### src/rtl/rbk_pkg.sv
package rbk_pkg;
  localparam int ADDR_W = 32;
  localparam int DATA_W = 32;
  localparam int LEN_W  = 32;
  typedef logic [ADDR_W-1:0] addr_t;
  typedef logic [DATA_W-1:0] word_t;
  typedef logic [LEN_W-1:0]  len_t;
endpackage

### src/rtl/rbk_issue.sv
module rbk_issue
  import rbk_pkg::*;
(
  input  logic  clk,
  input  logic  rst_n,
  input  logic  clr,
  input  logic  launch,
  input  logic  busy,
  input  addr_t base,
  input  len_t  len,
  input  logic  cmd_ready,
  output logic  cmd_valid,
  output addr_t cmd_addr,
  output len_t  sent
);
  addr_t addr_q, addr_d;
  len_t  sent_q, sent_d;
  logic  fire;

  assign cmd_valid = busy && (sent_q != len);
  assign fire      = cmd_valid && cmd_ready;

  always_comb begin
    addr_d = addr_q;
    sent_d = sent_q;
    if (clr) begin
      addr_d = '0;
      sent_d = '0;
    end else if (launch) begin
      addr_d = base;
      sent_d = '0;
    end else if (fire) begin
      addr_d = addr_q + addr_t'(1);
      sent_d = sent_q + len_t'(1);
    end
  end

  always_ff @(posedge clk or negedge rst_n)
    if (!rst_n) begin
      addr_q <= '0;
      sent_q <= '0;
    end else begin
      addr_q <= addr_d;
      sent_q <= sent_d;
    end

  assign cmd_addr = addr_q;
  assign sent     = sent_q;

  // a stalled command keeps its address
  assert_cmd_hold_R2: assert property (@(posedge clk) disable iff (!rst_n)
    (cmd_valid && !cmd_ready && !clr) |=> (cmd_valid && $stable(cmd_addr)));
  // an accepted command is followed by the next address
  assert_cmd_step_R2: assert property (@(posedge clk) disable iff (!rst_n)
    (fire && !clr) |=> (cmd_addr == $past(cmd_addr) + addr_t'(1)));
endmodule

### config.mk
export PLATFORM = sky130hd
export DESIGN_NAME = rbk_issue
export DESIGN_NICKNAME = d
export VERILOG_FILES = /design/src/rtl/rbk_pkg.sv /design/src/rtl/rbk_issue.sv
export SDC_FILE = /design/constraint.sdc
export NUM_CORES = 1
export LEC_CHECK = 0
export ABC_AREA = 1
export BUFFER_PORTS_ARGS = -buffer_cell sky130_fd_sc_hd__clkbuf_2
export CAP_MARGIN = 15
export CORE_MARGIN = 2
export CORE_UTILIZATION = 50
export CTS_CLUSTER_DIAMETER = 150
export DETAILED_ROUTE_END_ITERATION = 6
export HOLD_SLACK_MARGIN = 0.05
export PLACE_DENSITY = 0.86
export SYNTH_ARGS = -nofsm -noshare
export SYNTH_HDL_FRONTEND = slang
export SYNTH_SLANG_ARGS = --single-unit
### constraint.sdc
create_clock -name clk -period 1.96 [get_ports clk]
set_input_delay 0.392 -clock clk [delete_from_list [all_inputs] [get_ports clk]]
set_output_delay 0.392 -clock clk [all_outputs]
set_load 0.05 [all_outputs]
==> After elaboration in Yosys (flattened, before gate mapping) <==
Index checks and enable logic that the tools add are counted.
{ "totals": {"register_bits": 64, "input_bits": 70, "out_inout_bits": 65, "wordCells": 14} }
{ "classes": {"n_addsub": 2, "n_eq_ne": 1, "mux": 6, "reduce_logical": 3} }
{ "ops": {"columns": ["operator", "n"], "rows": [
  ["two-way mux 32 bit", 6],
  ["adder 32 x 1 -> 32 bit (second input constant)", 2],
  ["inequality test 32 bit", 1],
  ["nonzero test 3 bit", 1],
  ["logical AND 1 bit", 2]
]} }

==> Logic depth before layout (Yosys ltp) <==
{ "depth": {"depth_word": 6, "depth_mapped": 13, "depth_no_buf": 13} }

==> Worst setup path after synthesis <==
No wires, ideal clock.
{ "synth_timing": {"path_kind": "reg-to-output", "startpoint": "register sent_q[24], in the netlist sent[24]", "endpoint": "output cmd_valid", "t_arrival_ns": 2.407, "t_required_ns": 1.568, "path_slack_ns": -0.839, "path_stages_with_launch": 8, "path_buffers": 1, "cell_sequence": "dfrtp_1 -> buf_2 -> xnor2_1 -> nand2_1 -> nor2_1 -> nand2_1 -> nor2_1 -> a21boi_0"} }
{ "synth_between": {"elab_chain_cells": 2} }
{ "synth_lines": {"columns": ["item", "line", "rtl"], "rows": [
  ["from (decl)", "rbk_issue.sv:17", "len_t sent_q, sent_d;"],
  ["from (signal assigned)", "rbk_issue.sv:44", "sent_q <= sent_d;"],
  ["inequality test 32 bit", "rbk_issue.sv:20", "assign cmd_valid = busy && (sent_q != len);"],
  ["logical AND 1 bit", "rbk_issue.sv:20", null],
  ["to (decl)", "rbk_issue.sv:12", "output logic cmd_valid,"]
]} }
Every way passes these cells.

==> Final worst setup path <==
{ "layout_timing": {"startpoint": "register sent_q[14], in the netlist sent[14]", "endpoint": "register sent_q[17], in the netlist sent[17]"} }
{ "layout_between": {"elab_chain_cells": 4, "word_cells_on_any_way": 8, "classes_between": "1 x add/sub; 1 x eq/ne; 3 x mux; 3 x reduce/logical"} }
{ "layout_lines": {"columns": ["item", "line"], "rows": [
  ["adder 32 x 1 -> 32 bit or inequality test 32 bit (tied branches)", "rbk_issue.sv:34, rbk_issue.sv:20"],
  ["two-way mux 32 bit or logical AND 1 bit (tied branches)", "rbk_issue.sv:32, rbk_issue.sv:20"],
  ["two-way mux 32 bit or logical AND 1 bit (tied branches)", "rbk_issue.sv:29, rbk_issue.sv:21"],
  ["two-way mux 32 bit or nonzero test 3 bit (tied branches)", null]
]} }
Several ways; a longest one is shown, not always the timed one. The select of a mux whose other input is x is not followed.
A chain may end at the register's enable or synchronous reset.

==> flow_metrics.env <==
export IMPL_n_antenna_cell=0
export IMPL_synth_nets=965
export IMPL_clk_pin_slew_ns=0.06
export IMPL_relSlewSlack_pct=52.2
export IMPL_period_minus_slack_ns=2.12
export IMPL_clock_sinks=64
export IMPL_fin_hold_ws_ns=0.0985
export IMPL_routed_via_count=7249
export IMPL_worst_path_dominant_cell_family="simple AND/OR/NAND/NOR gates"
export IMPL_viasPerCell=5.82
export IMPL_maxCapViolCount=0
export IMPL_clock_fmax_mhz=471
export IMPL_die_w_um=111
export IMPL_dieArea_um2=12300
export IMPL_worst_pin_slew_ns=0.717
export IMPL_fp_coreArea_um2=11300
export IMPL_grt_use_met1_pct=37.5
export IMPL_dr_pass1_iters=7
export IMPL_rr_startpoint="sent[14]$_DFFE_PN0P_"
export IMPL_path_buf_inv=2
export IMPL_slowest_stage="dfrtp_1"
export IMPL_status="complete, but fails checks"
export IMPL_startpoint="sent[14]$_DFFE_PN0P_"
export IMPL_fin_ws_ns=-0.164
export IMPL_hold_viol_final=0
export IMPL_hold_class="in2async"
export IMPL_grt_pass1_wl_um=27400
export IMPL_cp_slowest_stage_delay_ns=0.40
export IMPL_drc=5
export IMPL_violations="DRC, setup timing"
export IMPL_initial_core_util_pct=50.6
export IMPL_power_density_nw_per_um2=515
export IMPL_gp_congestion=0.964
export IMPL_final_area_um2=8150
export IMPL_crit_chain="xnor2_1 -> nand2_1 -> nor2_1 -> nand2_1 -> nor2_4 -> buf_4 -> nand2_4 -> nand3_4 -> nand2_8 -> clkbuf_16 -> nand2_4 -> nand2_2"
export IMPL_worstPathArrival_ns=2.35
export IMPL_rsz0062_at_grt="yes"
export IMPL_groute_usage_overall_pct=27.0
export IMPL_syn2layout_area_growth_pct=42.2
export IMPL_ir_worst_vdd_uv=386
export IMPL_period_share_pct=108
export IMPL_maxSlewViolCount=0
export IMPL_die_y_um=111
export IMPL_yosysWarnings=0
export IMPL_synth_area_per_cell_um2=6.42
export IMPL_first_iter_violations=913
export IMPL_wire_per_inst_um=17.7
export IMPL_syn_area_um2=5730
export IMPL_syn_instance_count=893
export IMPL_grt_ovfl_total=0
export IMPL_place_area_um2=6850
export IMPL_skew_ns=0.00739
export IMPL_antenna_found_initial=0
export IMPL_num_rows=39
export IMPL_drtAntennaViolNets=0
export IMPL_critPathMaxFanout=7
export IMPL_grt_max_degree=39
export IMPL_dp_cells=1188
export IMPL_crit_type="reg2reg"
export IMPL_top_usage_layer="met2"
export IMPL_routed_wl_um=22100
export IMPL_required_ns=2.18
export IMPL_clock_latency_ns=0.34
export IMPL_drive_above_1_share_pct=40.6
export IMPL_port_buffers=134
export IMPL_hpwlAfterDp_um=12300
export IMPL_cts_max_level=3
export IMPL_clock_path_buffers=2
export IMPL_synth_seq_area_share_pct=27.9
export IMPL_yosysUniqueCellTypes=35
export IMPL_p_leak_nw=4.09
export IMPL_endpoint_kind="flop"
export IMPL_nNetsFinal=1169
export IMPL_setup_worst_path_start_class="flop"
export IMPL_ioPinCount=135
export IMPL_grt_use_met2_pct=42.2
export IMPL_setup_viol=64
export IMPL_numCtsBuffers=9
export IMPL_clockRootBuffer="clkbuf_16"
export IMPL_cts_tree="yes"
export IMPL_synth_seq_cells=64
export IMPL_postCtsHoldBufs=0
export IMPL_fin_cells=1245
export IMPL_met3_usage_pct=3.72
export IMPL_grt_pass1_vias=5844
==> registers in the layout (all words and copies together), names as in the netlist <==
signal and count:
sent 32, cmd_addr 32
==> cell type report <==
type	instances	area [um^2]
Clock buffer	13	260
Clock inverter	3	17.5
Fill cell	788	3170
Inverter	92	345
Multi-Input combinational cell	701	4070
Sequential cell	64	1610
Tap cell	143	179
Timing Repair Buffer	229	1670
==> worst paths after layout <==
kind,endpoint,slack [ns],cells after the start
min in group clk,cmd_addr[0]$_DFFE_PN0P_,0.43,5
worst max register to register,sent[17]$_DFFE_PN0P_,-0.16,12
max in group asynchronous,cmd_addr[14]$_DFFE_PN0P_,1.26,2
worst max-delay path,sent[17]$_DFFE_PN0P_,-0.16,12
worst min register to register,cmd_addr[31]$_DFFE_PN0P_,0.60,2
worst min-delay path,sent[11]$_DFFE_PN0P_,0.1,1
==> through the flow <==
step | util, % | total power [mW] | setup WS, ns | setup TNS [ns]
floorplan | - | 2.14 | 0.0118 | 0
detailed placement | 60.5 | 2.45 | 0.0541 | 0
global placement | 60.5 | 2.43 | 0.0692 | 0
CTS | 64.1 | 3.95 | -0.0232 | -0.0232
finish | 72.0 | 4.20 | -0.164 | -5.56
global route | 72.0 | 4.32 | -0.260 | -10.92
==> where the power goes <==
part	switching, mW	internal [mW]	total (mW)
Combinational	0.753	0.387	1.14
Clock	0.627	0.923	1.55
Sequential	0.118	1.39	1.51
==> layout by cell type (no fill, tap or decap), types with 19 or more instances in the layout <==
cell type	count
xnor2_1	28
nand2_2	67
nor2_1	114
dfrtp_1	55
inv_1	74
buf_4	72
nand3_2	52
nand2_1	236
nand3_1	41
clkbuf_2	133
nand2_4	30
xor2_1	19
==> timing repair <==
| action | CTS | global route |
|---|---|---|
| buffers inserted | 15 | 13 |
| pin swaps | 28 | 30 |
| gates cloned | 0 | 14 |
| setup endpoints to repair | 1 | 65 |
| gates resized for setup | 7 | 158 |
==> Yosys cell counts, drive strengths merged <==
library cell,instances,share of area [%]
a31oi,1,0.11
o211ai,1,0.13
o21ai,24,2.1
o221ai,3,0.46
nand2,334,22
and3,2,0.22
nor3,19,2.0
nor2,130,9.1
o21a,1,0.13
a21oi,13,1.1
buf,25,3.9
nand3,95,13
o21bai,1,0.13
xor2,19,2.9
nand3b,10,1.3
inv,91,6.0
xnor2,29,4.4
a21boi,1,0.13
dfrtp,64,28
clkinv,1,0.065
nand4,14,1.5
ha,2,0.44
clkbuf,12,0.79
a211oi,1,0.13
==> worst reg2reg max path, stage by stage, from the launching register on <==
cell	delay (ns)
dfrtp_1	0.40
xnor2_1	0.15
nand2_1	0.10
nor2_1	0.14
nand2_1	0.14
nor2_4	0.16
buf_4	0.16
nand2_4	0.06
nand3_4	0.19
nand2_8	0.15
clkbuf_16	0.24
nand2_4	0.07
nand2_2	0.06
==> logic make-up after synthesis <==
| logic type | Yosys count | share of synthesized area (%) |
|---|---|---|
| DFF | 64 | 27.9 |
| AOI/OAI and AO/OA | 46 | 4.45 |
| buffers and inverters | 129 | 10.7 |
| and+or+nand+nor | 604 | 49.1 |
| xor gates and xnor gates | 48 | 7.34 |
| adders and majority gates | 2 | 0.437 |
==> per-layer routing <==
layer,wire length (um),part of all wire [%]
met1,7910,36
met2,9840,45
met3,2610,12
met5,0,0
met4,1700,7.7
No activity file was read; power rests on OpenSTA's default activity.
